**config.mk**
```make
export PLATFORM = sky130hd
export DESIGN_NAME = jtag_shift_engine
export DESIGN_NICKNAME = d
export VERILOG_FILES = /design/src/rtl/jse_pkg.sv /design/src/rtl/jse_pace_timer.sv /design/src/rtl/jse_bit_plan.sv /design/src/rtl/jse_tdo_capture.sv /design/src/rtl/jtag_shift_engine.sv
export SDC_FILE = /design/constraint.sdc
export NUM_CORES = 1
export LEC_CHECK = 0
export BUFFER_PORTS_ARGS = -buffer_cell sky130_fd_sc_hd__buf_2
export CAP_MARGIN = 20
export CORE_ASPECT_RATIO = 1.25
export CORE_MARGIN = 2
export CORE_UTILIZATION = 45
export CTS_CLUSTER_DIAMETER = 120
export DETAILED_ROUTE_END_ITERATION = 8
export GPL_TIMING_DRIVEN = 0
export PLACE_DENSITY = 0.67
export SLEW_MARGIN = 10
export SYNTH_ARGS = -nofsm -noshare
export SYNTH_HDL_FRONTEND = slang
export SYNTH_SLANG_ARGS = --single-unit
```
**constraint.sdc**
```tcl
create_clock -name clk -period 3.7 [get_ports clk]
set_clock_uncertainty 0.1 [all_clocks]
set_input_delay 0.74 -clock clk [delete_from_list [all_inputs] [get_ports clk]]
set_output_delay 0.74 -clock clk [all_outputs]
set_load 0.02 [all_outputs]
```
**src/rtl/jse_pkg.sv**
```systemverilog
package jse_pkg;

    localparam int JSE_BYTE_W   = 8;
    localparam int JSE_PRE_DR   = 3;
    localparam int JSE_PRE_IR   = 4;
    localparam int JSE_POST     = 2;
    localparam int JSE_RST_CLKS = 6;

    typedef enum logic [2:0] {
        OP_SHIFT    = 3'd0,
        OP_TAP_RST  = 3'd1,
        OP_PULSE    = 3'd2,
        OP_SET_PINS = 3'd3,
        OP_READ_TDO = 3'd4
    } jse_op_e;

    typedef enum logic [1:0] {
        ST_IDLE = 2'd0,
        ST_RISE = 2'd1,
        ST_FALL = 2'd2
    } jse_state_e;

    typedef struct packed {
        logic tms;
        logic tdi;
    } jse_pins_t;

    function automatic logic jse_is_timed(input logic [2:0] op);
        return (op == OP_SHIFT) || (op == OP_TAP_RST) || (op == OP_PULSE);
    endfunction

endpackage

```
**src/rtl/jse_pace_timer.sv**
```systemverilog
module jse_pace_timer
    import jse_pkg::*;
#(
    parameter int BYTE_W = JSE_BYTE_W
) (
    input  logic              clk,
    input  logic              rst,
    input  logic              restart,
    input  logic              run,
    input  logic              mode,
    input  logic [BYTE_W-1:0] rel_hi,
    input  logic [BYTE_W-1:0] rel_lo,
    output logic              tick
);
    localparam int CNT_W = 2 * BYTE_W;

    logic [CNT_W-1:0] cnt_q;
    logic [CNT_W-1:0] reload;
    logic             wrap;

    always_comb begin
        reload = mode ? {{BYTE_W{1'b0}}, rel_lo} : {rel_hi, rel_lo};
        wrap   = mode ? (&cnt_q[BYTE_W-1:0]) : (&cnt_q);
        tick   = run && wrap;
    end

    always_ff @(posedge clk) begin
        if (rst) begin
            cnt_q <= '0;
        end else if (restart || tick) begin
            cnt_q <= reload;
        end else if (run) begin
            cnt_q <= cnt_q + CNT_W'(1);
        end
    end

endmodule

```
**src/rtl/jse_bit_plan.sv**
```systemverilog
module jse_bit_plan
    import jse_pkg::*;
#(
    parameter int DATA_W = 16,
    parameter int STAT_W = 4,
    parameter int LEN_W  = 5,
    parameter int STEP_W = 5
) (
    input  logic [2:0]        op,
    input  logic              ir,
    input  logic [LEN_W-1:0]  len,
    input  logic [DATA_W-1:0] data,
    input  logic [STEP_W-1:0] step,
    input  jse_pins_t         cur,
    output jse_pins_t         nxt,
    output logic [STEP_W-1:0] total,
    output logic [STEP_W-1:0] pre,
    output logic [STEP_W-1:0] nbits
);
    logic [STEP_W-1:0] idx;
    logic [DATA_W-1:0] data_sh;

    always_comb begin
        pre     = ir ? STEP_W'(JSE_PRE_IR) : STEP_W'(JSE_PRE_DR);
        nbits   = STEP_W'(STAT_W) + STEP_W'(len);
        idx     = step - pre;
        data_sh = data >> idx;
        nxt     = cur;
        total   = STEP_W'(1);
        case (op)
            OP_SHIFT: begin
                total   = pre + nbits + STEP_W'(JSE_POST);
                nxt.tdi = 1'b0;
                if (step < pre) begin
                    nxt.tms = ir ? (step < STEP_W'(2)) : (step == '0);
                end else if (step < pre + nbits) begin
                    nxt.tms = (idx == nbits - STEP_W'(1));
                    if (idx < STEP_W'(len)) begin
                        nxt.tdi = data_sh[0];
                    end
                end else begin
                    nxt.tms = (step == pre + nbits);
                end
            end
            OP_TAP_RST: begin
                total   = STEP_W'(JSE_RST_CLKS);
                nxt.tms = (step < STEP_W'(JSE_RST_CLKS - 1));
            end
            default: begin
                total = STEP_W'(1);
            end
        endcase
    end

endmodule

```
**src/rtl/jse_tdo_capture.sv**
```systemverilog
module jse_tdo_capture #(
    parameter int DATA_W = 16,
    parameter int STAT_W = 4,
    parameter int STEP_W = 5
) (
    input  logic              clk,
    input  logic              rst,
    input  logic              clear,
    input  logic              sample_en,
    input  logic [STEP_W-1:0] idx,
    input  logic              tdo,
    input  logic              commit,
    output logic [STAT_W-1:0] status_o,
    output logic [DATA_W-1:0] data_o
);
    logic [STAT_W-1:0] acc_stat;
    logic [DATA_W-1:0] acc_data;

    always_ff @(posedge clk) begin
        if (rst || clear) begin
            acc_stat <= '0;
            acc_data <= '0;
        end else if (sample_en) begin
            for (int s = 0; s < STAT_W; s++) begin
                if (idx == STEP_W'(s)) acc_stat[s] <= tdo;
            end
            for (int d = 0; d < DATA_W; d++) begin
                if (idx == STEP_W'(STAT_W + d)) acc_data[d] <= tdo;
            end
        end
    end

    always_ff @(posedge clk) begin
        if (rst) begin
            status_o <= '0;
            data_o   <= '0;
        end else if (commit) begin
            status_o <= acc_stat;
            data_o   <= acc_data;
        end
    end

endmodule

```
**src/rtl/jtag_shift_engine.sv**
```systemverilog
module jtag_shift_engine
    import jse_pkg::*;
#(
    parameter int DATA_W = 16,
    parameter int STAT_W = 4,
    parameter int LEN_W  = $clog2(DATA_W + 1)
) (
    input  logic                  clk,
    input  logic                  rst,
    input  logic                  cmd_valid,
    output logic                  cmd_ready,
    input  logic [2:0]            cmd_op,
    input  logic                  cmd_ir,
    input  logic [LEN_W-1:0]      cmd_len,
    input  logic [DATA_W-1:0]     cmd_data,
    input  logic                  tmr_mode,
    input  logic [JSE_BYTE_W-1:0] tmr_hi,
    input  logic [JSE_BYTE_W-1:0] tmr_lo,
    output logic                  tck,
    output logic                  tms,
    output logic                  tdi,
    input  logic                  tdo,
    output logic                  done,
    output logic [STAT_W-1:0]     rsp_status,
    output logic [DATA_W-1:0]     rsp_data,
    output logic                  rsp_tdo
);
    localparam int MAX_CLK = JSE_PRE_IR + STAT_W + DATA_W + JSE_POST;
    localparam int STEP_W  = $clog2(MAX_CLK + 1);

    jse_state_e        state_q;
    logic [2:0]        op_q;
    logic              ir_q;
    logic [LEN_W-1:0]  len_q;
    logic [DATA_W-1:0] data_q;
    logic [STEP_W-1:0] step_q, total_q, pre_q, nbits_q;
    jse_pins_t         pins_q;
    logic              tck_q, done_q, rsp_tdo_q;

    logic [LEN_W-1:0]  len_c;
    logic              accept, start_timed, pace_tick, last_clk;
    logic              in_window, sample_en, commit;
    logic [STEP_W-1:0] win_idx;

    logic [2:0]        p_op;
    logic              p_ir;
    logic [LEN_W-1:0]  p_len;
    logic [DATA_W-1:0] p_data;
    logic [STEP_W-1:0] p_step, p_total, p_pre, p_nbits;
    jse_pins_t         p_pins;

    assign cmd_ready   = (state_q == ST_IDLE);
    assign accept      = cmd_valid && cmd_ready;
    assign start_timed = accept && jse_is_timed(cmd_op);
    assign len_c       = (cmd_len > LEN_W'(DATA_W)) ? LEN_W'(DATA_W) : cmd_len;
    assign last_clk    = (step_q == total_q - STEP_W'(1));
    assign in_window   = (op_q == OP_SHIFT) && (step_q >= pre_q) && (step_q < pre_q + nbits_q);
    assign win_idx     = step_q - pre_q;
    assign sample_en   = (state_q == ST_RISE) && pace_tick && in_window;
    assign commit      = (state_q == ST_FALL) && pace_tick && last_clk && (op_q == OP_SHIFT);

    always_comb begin
        if (state_q == ST_IDLE) begin
            p_op   = cmd_op;
            p_ir   = cmd_ir;
            p_len  = len_c;
            p_data = cmd_data;
            p_step = '0;
        end else begin
            p_op   = op_q;
            p_ir   = ir_q;
            p_len  = len_q;
            p_data = data_q;
            p_step = step_q + STEP_W'(1);
        end
    end

    jse_pace_timer #(.BYTE_W(JSE_BYTE_W)) u_timer (
        .clk     (clk),
        .rst     (rst),
        .restart (start_timed),
        .run     (state_q != ST_IDLE),
        .mode    (tmr_mode),
        .rel_hi  (tmr_hi),
        .rel_lo  (tmr_lo),
        .tick    (pace_tick)
    );

    jse_bit_plan #(
        .DATA_W(DATA_W), .STAT_W(STAT_W), .LEN_W(LEN_W), .STEP_W(STEP_W)
    ) u_plan (
        .op    (p_op),
        .ir    (p_ir),
        .len   (p_len),
        .data  (p_data),
        .step  (p_step),
        .cur   (pins_q),
        .nxt   (p_pins),
        .total (p_total),
        .pre   (p_pre),
        .nbits (p_nbits)
    );

    jse_tdo_capture #(
        .DATA_W(DATA_W), .STAT_W(STAT_W), .STEP_W(STEP_W)
    ) u_capture (
        .clk       (clk),
        .rst       (rst),
        .clear     (start_timed && (cmd_op == OP_SHIFT)),
        .sample_en (sample_en),
        .idx       (win_idx),
        .tdo       (tdo),
        .commit    (commit),
        .status_o  (rsp_status),
        .data_o    (rsp_data)
    );

    always_ff @(posedge clk) begin
        if (rst) begin
            state_q   <= ST_IDLE;
            op_q      <= '0;
            ir_q      <= 1'b0;
            len_q     <= '0;
            data_q    <= '0;
            step_q    <= '0;
            total_q   <= '0;
            pre_q     <= '0;
            nbits_q   <= '0;
            pins_q    <= '0;
            tck_q     <= 1'b0;
            done_q    <= 1'b0;
            rsp_tdo_q <= 1'b0;
        end else begin
            done_q <= 1'b0;
            case (state_q)
                ST_IDLE: begin
                    if (accept) begin
                        if (jse_is_timed(cmd_op)) begin
                            op_q    <= cmd_op;
                            ir_q    <= cmd_ir;
                            len_q   <= len_c;
                            data_q  <= cmd_data;
                            step_q  <= '0;
                            total_q <= p_total;
                            pre_q   <= p_pre;
                            nbits_q <= p_nbits;
                            pins_q  <= p_pins;
                            state_q <= ST_RISE;
                        end else begin
                            if (cmd_op == OP_SET_PINS) begin
                                pins_q.tms <= cmd_data[1];
                                pins_q.tdi <= cmd_data[0];
                            end
                            if (cmd_op == OP_READ_TDO) begin
                                rsp_tdo_q <= tdo;
                            end
                            done_q <= 1'b1;
                        end
                    end
                end
                ST_RISE: begin
                    if (pace_tick) begin
                        tck_q   <= 1'b1;
                        state_q <= ST_FALL;
                    end
                end
                ST_FALL: begin
                    if (pace_tick) begin
                        tck_q <= 1'b0;
                        if (last_clk) begin
                            done_q  <= 1'b1;
                            state_q <= ST_IDLE;
                        end else begin
                            step_q  <= step_q + STEP_W'(1);
                            pins_q  <= p_pins;
                            state_q <= ST_RISE;
                        end
                    end
                end
                default: state_q <= ST_IDLE;
            endcase
        end
    end

    assign tck     = tck_q;
    assign tms     = pins_q.tms;
    assign tdi     = pins_q.tdi;
    assign done    = done_q;
    assign rsp_tdo = rsp_tdo_q;

endmodule

```
Yosys cells after proc, flatten, opt, wreduce, memory -nomap -nowiden:

Cells that the tools add are included.

* shift-type cells: 1
* reduce and logical (&&, ||, !) cells: 53
* add/sub/neg operators: 10
* bitwise logic cells: 1
* equality and inequality tests: 35
* magnitude comparators: 8
* muxes and demuxes: 45

Operators by type and width (count)
* $mux W16: 4
* $eq A5 B4 Y1 const B: 8
* $reduce_and A2 Y1: 20
* $mux W5: 7
* $eq A5 B3 Y1 const B: 4
* $eq A5 B5 Y1 const B: 4
* $lt A5 B5 Y1: 4
* $pmux W5 S2: 2
* $mux W2: 9
* $add A16 B1 Y16 const B: 1
* $mux W1: 16
* $reduce_and A16 Y1: 1
* $shr A16 B5 Y1: 1
* $eq A5 B5 Y1: 3
* $logic_and A1 B1 Y1: 11
* $add A5 B5 Y5: 2
* $eq A5 B2 Y1 const B: 2
* $logic_not A5 Y1: 2
* $reduce_and A5 Y1: 2
* $sub A5 B1 Y5 const B: 2
* $sub A5 B5 Y5: 2
* $logic_not A3 Y1: 3
* $reduce_and A4 Y1: 2
* $reduce_and A8 Y1: 1
* other kinds (25): 40

* word-level logic and storage cells: 190
* output and inout bits: 26
* bits in registers: 108
* input bits: 46

Depth between registers and ports, before layout:

* depth in word-level cells: 12
* gate-level depth with buffers: 18
* depth with buffers taken out: 15

By module:

From an unflattened synthesis, not the netlist that was laid out.

* cells, all modules: 806
* area, all modules: 6520.0 µm²

Modules (own cells, without submodules)
* jtag_shift_engine: seq. area each 1041.0 µm², cells an instance 415, area an instance 2994.1 µm², times used 1
* jse_tdo_capture: seq. area each 800.8 µm², cells an instance 159, area an instance 1572.8 µm², times used 1
* jse_pace_timer: seq. area each 320.3 µm², cells an instance 113, area an instance 991.0 µm², times used 1
* jse_bit_plan: seq. area each 0.0 µm², cells an instance 119, area an instance 962.2 µm², times used 1

Least setup slack after synthesis:

No wires, ideal clock.

* path type: reg2reg
* start point: reg state_q[1]
* end point: reg tdi (netlist name)
* arrival: 3.783 ns
* buffers on the path: 3
* path slack: -0.304 ns
* library setup time: 0.121 ns
* period minus slack after synthesis: 4.004 ns
* cell stages (with the launch flop): 15
* data required time: 3.479 ns
* cell sequence: dfxtp_1 buf_6 or2_1 buf_6 inv_4 buf_6 mux2i_1 ha_1 inv_1 fa_1 xor2_1 mux4_2 mux4_2 mux2i_1 o21ai_1

* longest elaborated chain between the ends: 12
* elaborated cells on any way between the ends: 34
* classes of those cells: add/sub (3); order compare (3); eq/ne (5); shift (1); mux (15); reduce/logical (7)

Ends and longest elaborated chain
* start, declared: RTL line jtag_shift_engine.sv:31 `jse_state_e state_q;`
* start signal, assigned: RTL line jtag_shift_engine.sv:120 `state_q <= ST_IDLE;`
* start signal, assigned: RTL line jtag_shift_engine.sv:148 `state_q <= ST_RISE;`
* start signal, assigned: RTL line jtag_shift_engine.sv:164 `state_q <= ST_FALL;`
* $logic_not A2 Y1 (*): RTL line jtag_shift_engine.sv:63 `if (state_q == ST_IDLE) begin`
* $mux W1 (*): RTL line jtag_shift_engine.sv:63
* $mux W3 (*): RTL line jse_bit_plan.sv:24 `pre = ir ? STEP_W'(JSE_PRE_IR) : STEP_W'(JSE_PRE_DR);`
* net p_pre[0]: RTL line jtag_shift_engine.sv:49 `logic [STEP_W-1:0] p_step, p_total, p_pre, p_nbits;`
* $sub A5 B5 Y5: RTL line jse_bit_plan.sv:26 `idx = step - pre;`
* $shr A16 B5 Y1 or $lt A5 B5 Y1 (tied branches): RTL line jse_bit_plan.sv:27, jse_bit_plan.sv:38
* $mux W1: RTL line jse_bit_plan.sv:38 `if (idx < STEP_W'(len)) begin`
* $mux W1: RTL line jse_bit_plan.sv:36 `end else if (step < pre + nbits) begin`
* $mux W1 (*): RTL line jse_bit_plan.sv:34 `if (step < pre) begin`
* $mux W1 (*): RTL line jse_bit_plan.sv:30 `case (op)`
* $mux W2 (on tied branches): RTL line jtag_shift_engine.sv:170, jtag_shift_engine.sv:138
* $mux W2 (on tied branches): RTL line jtag_shift_engine.sv:168, jtag_shift_engine.sv:137
* $pmux W2 S2 (*): RTL line jtag_shift_engine.sv:135 `case (state_q)`

The timed path passes the listed nets; every way through them passes the cells marked *. The select of a mux whose other input is x is not followed.
A chain may end at the register's enable or synchronous reset.

Worst setup path after layout:

* start point: reg state_q[1]
* end point: reg tms (netlist name)

* longest elaborated chain between the ends: 11
* elaborated cells on any way between the ends: 38
* classes of those cells: add/sub (4); order compare (4); eq/ne (8); mux (14); reduce/logical (8)

Ends and longest elaborated chain (RTL line)
* $logic_not A2 Y1 (*): jtag_shift_engine.sv:63
* $mux W1 (*): jtag_shift_engine.sv:63
* $mux W3 (*): jse_bit_plan.sv:24
* net p_pre[0]: jtag_shift_engine.sv:49
* $add A5 B5 Y5 or $sub A5 B5 Y5 (tied branches): jse_bit_plan.sv:36, jse_bit_plan.sv:42, jse_bit_plan.sv:26
* $lt A5 B5 Y1 (tied with other cells): jse_bit_plan.sv:36
* $mux W1: jse_bit_plan.sv:36
* $mux W1 (*): jse_bit_plan.sv:34
* $pmux W1 S2 (*): jse_bit_plan.sv:30
* $mux W2 (on tied branches): jtag_shift_engine.sv:170, jtag_shift_engine.sv:138
* $mux W2 (on tied branches): jtag_shift_engine.sv:168, jtag_shift_engine.sv:137
* $pmux W2 S2 (*): jtag_shift_engine.sv:135

Marked as above.

==> key figures <==
Outcome
  • Status: finished clean

Placed design
  • IO Port Bufs: 69
  • Dpl hpwl: 13600 um
  • Area post-placement: 0.00695 mm2
  • Routability Congestion: between 0.8 and 0.9
  • Placed cells: approximately 1000

Drt
  • First-pass detailed-route iteration total: 5
  • Routed wire length: 18400 um
  • Post-route ant nets: 0
  • Avg Vias per Cell: 5.81
  • DR vias: about 6000
  • DRC: 0
  • Initial drt markers: 423
  • Avg WL per Cell: 17.9 um

Worst setup path
  • Crit start category: register
  • CP Capture Type: register
  • Worst EP required: between 3000 and 4000 ps
  • Worst r2r dst: tms
  • Reg2reg start: state_q[1]
  • Crit path buf inv count: 4
  • CP Max Fanout: 9
  • R2r worst-path depth: 18
  • CP max stage delay: around 450 ps
  • R2R Setup Slk: 80 ps
  • Crit Path Category: register to register
  • Top delay family on crit path: adder cells
  • Arrival time worst endpoint: 3770 ps
  • Slowest CP cell: dfxtp_2
  • Critical path, cell by cell: or2_1 > buf_6 > inv_8 > buf_12 > mux2i_4 > buf_6 > ha_4 > fa_2 > a21oi_1 > nor2b_1 > xnor3_2 > ha_4 > and3_4 > o21ai_1 > a32oi_1 > nand2_1 > a31oi_1 > o31ai_2

Cells and area
  • Share of layout cells above drive strength 1: between 15 and 20%
  • Design area: 0.00754 mm2
  • Register Area: 0.00210 mm2
  • Multi-input combinational cell area: 0.00412 mm2
  • # fillers: 1319
  • Most frequent cells in the layout: 103 x dfxtp_1, 79 x nand2_1, 77 x buf_2
  • Fin cells: a little over 1000
  • Nets: 926
  • Area grow syn2layout: 18.4%
  • Most common cell after layout, fill and taps aside: dfxtp_1

Power and ir drop
  • Peak supply drop: 0.242 mV
  • Switching Fraction: between 30% and 40%
  • Clock Power Share: 30.9%
  • Power share of the combinational group: about 29%
  • Psw: 955 uW
  • Total power: 2.99 mW
  • Reg power frac: 40.5%
  • Leak pwr: 3.15 nW
  • Power Density: 397 mW/mm2
  • Int Power: between 2 and 2.5 mW

Timing
  • Final setup violation count: 0
  • Crit share post-route: between 90% and 100%
  • Slew HR: between 30% and 40%
  • Hold Violations, Final: 0
  • Post-route minimum period: 3620 ps
  • Total Neg Setup Slack: 0 ps
  • Final Max Tran Viols: 0
  • Min Hold Slack: between 300 and 400 ps
  • Slew at the pin closest to its max-slew limit: 881 ps
  • Fmax: 276 MHz

Die
  • IO Pins: 72
  • Die Y: 137 um
  • Row Count: 48
  • Die footprint: 0.0151 mm2
  • Die X: 110 um
  • Core ar.: ~0.014 mm2
  • Starting Density: between 40% and 50%

Clock tree
  • Clock sinks: 105
  • CTS tree: yes
  • Reg clk slew, reported paths: about 80 ps
  • Htree depth: 3
  • Clock latency on the worst-skew pair: 370 ps
  • CTS Buffer Depth: 2
  • CTS Root Cell: clkbuf_16
  • Hold-fix buffers at CTS: 0
  • TritonCTS Buffers: 9

GRT
  • Overflow left after global routing: 0
  • Initial antenna violation count: 1
  • Global-route wire length before repair: between 20000 and 30000 um
  • Vias in the first global route: 5835
  • Pin count of the biggest net entering global routing: 18
  • GRT Total Usage: 25.4%

Logic synthesis
  • Synth Area in Adders: 7.55%
  • Synth Area in Compound Gates: 20.0%
  • Syn nets: around 830
  • Synth Area in Simple Gates: 20.8%
  • Post-synth EDFFs: 0
  • Mean Syn Cell Area: about 8.5 um2
  • XOR/XNOR Fraction of Synth Area: 4.28%
  • Synthesized area: 0.00637 mm2
  • Post-synthesis sequential area ratio: 33.0%
  • Top_reg_cell synth: dfxtp_1
  • Count of state elements after synthesis: 105
  • Share of synthesized registers carrying an async set or reset: 0%
  • Synth cell types: 70
  • Warnings from Yosys: 0
  • Largest family of logic cells by synthesized area: simple AND/OR/NAND/NOR gates
  • Mux cell area share after synthesis: under 10%
  • Synth Instances: 749

Job
  • Max cap viols: 0

Hold path
  • WHS Path Cells: 2
  • Hold Path Class: register to register
  • Worst hold endpoint: data_q[12]
  • HP Start: data_q[12]
==> cell usage after synthesis (all sizes together) (5+ instances only) <==
library cell  instances  area share (%)
nor3                 22             1.7
nor2                 61             3.6
nor3b                 6            0.71
nand3                19             1.5
a31oi                 6            0.59
nand4                24             2.5
a21o                 14             1.7
o21a                 13             1.5
a211oi               11             1.4
nand3b                5            0.59
mux2i                35             5.6
or3                   5            0.49
and3                  8            0.79
a21oi                78             6.2
clkbuf               29             1.7
or2                   5            0.49
xor2                  8             1.1
nand2                79             4.7
dfxtp               105              33
o31ai                19             2.5
buf                  13             1.5
inv                  25             1.5
mux4                 10             3.5
o21ai                25             2.0
ha                   32             6.3
nand2b                8            0.79
nor2b                 8            0.79
and2                  5            0.49
xnor2                18             2.5
==> metrics by stage <==
step | worst slack [ps] | utilization, %
after global placement | -433 | 50.3
after detailed placement | -478 | 50.3
after CTS | 3.40 | 53.5
final | 78.8 | 54.6
after global routing | -20.5 | 54.5
after floorplan | 41.5 | -
==> area by class of cell <==
type / count / area share (%)
Clock buffer: 11 / 3.22
Antenna cell: 1 / 0.0332
Timing Repair Buffer: 85 / 6.72
Sequential cell: 105 / 27.9
Inverter: 25 / 1.34
Multi-Input combinational cell: 577 / 54.7
Buffer: 41 / 2.67
Clock inverter: 5 / 0.515
Tap cell: 175 / 2.91
==> sequential cells by signal (all words and copies together), names as in the netlist, 2 cells and up <==
name                flops
nbits_q                 5
state_q                 2
u_timer.cnt_q          16
u_capture.data_o       16
op_q                    3
data_q                 16
u_capture.acc_stat      4
len_q                   5
u_capture.status_o      4
total_q                 5
pre_q                   2
u_capture.acc_data     16
step_q                  5
==> tightest hold or removal path: stages, from the launching register on <==
cell	delay, ps
dfxtp_1	310
nand2_1	50
a21oi_1	50
==> timing repair <==
| item | in CTS | in global routing |
|---|---|---|
| setup buffers | 10 | 5 |
| pin swaps | 6 | 7 |
| cloned | 0 | 1 |
| resized for setup | 17 | 18 |
| endpoints found under the setup margin | 2 | 2 |
==> kinds of logic (layout without fill, tap and decap cells) <==
logic type               Yosys count  after routing
AO/OA/AOI/OAI                    197            197
multiplexers                      48             48
buffers and inverters             67            167
adder cells (fa/ha/maj)           36             36
XOR/XNOR                          28             28
flip-flops                       105            105
AND/OR/NAND/NOR                  268            268
other                              0              1
==> power by group through the flow <==
stage / logic, mW / clock network [mW] / registers, mW
final: 0.859 / 0.924 / 1.21
after global routing: 0.935 / 0.986 / 1.22
after CTS: 0.790 / 0.939 / 1.21
after detailed placement: 0.730 / 0 / 1.23
after global placement: 0.721 / 0 / 1.23
after floorplan: 0.540 / 0 / 1.23
==> worst max path at each step <==
stage / startpoint / endpoint / depth (start not counted)
2_1_floorplan: state_q[1] / tdi / 14
3_3_place_gp: state_q[1] / tms / 18
3_5_place_dp: state_q[1] / tms / 18
4_1_cts: state_q[1] / tms / 19
5_1_grt: state_q[1] / tms / 18
6_report: state_q[1] / tms / 18
==> routing by layer <==
metal | GRT usage, % | routed length, um | vias up
li1 | - | - | 2927
met1 | 29.9 | 7660 | 2812
met2 | 44.0 | 9250 | 179
met3 | 4.67 | 878 | 38
met4 | 12.2 | 576 | 0
met5 | 0 | 0 | -
Note: power is estimated with default switching activity, not from simulation.
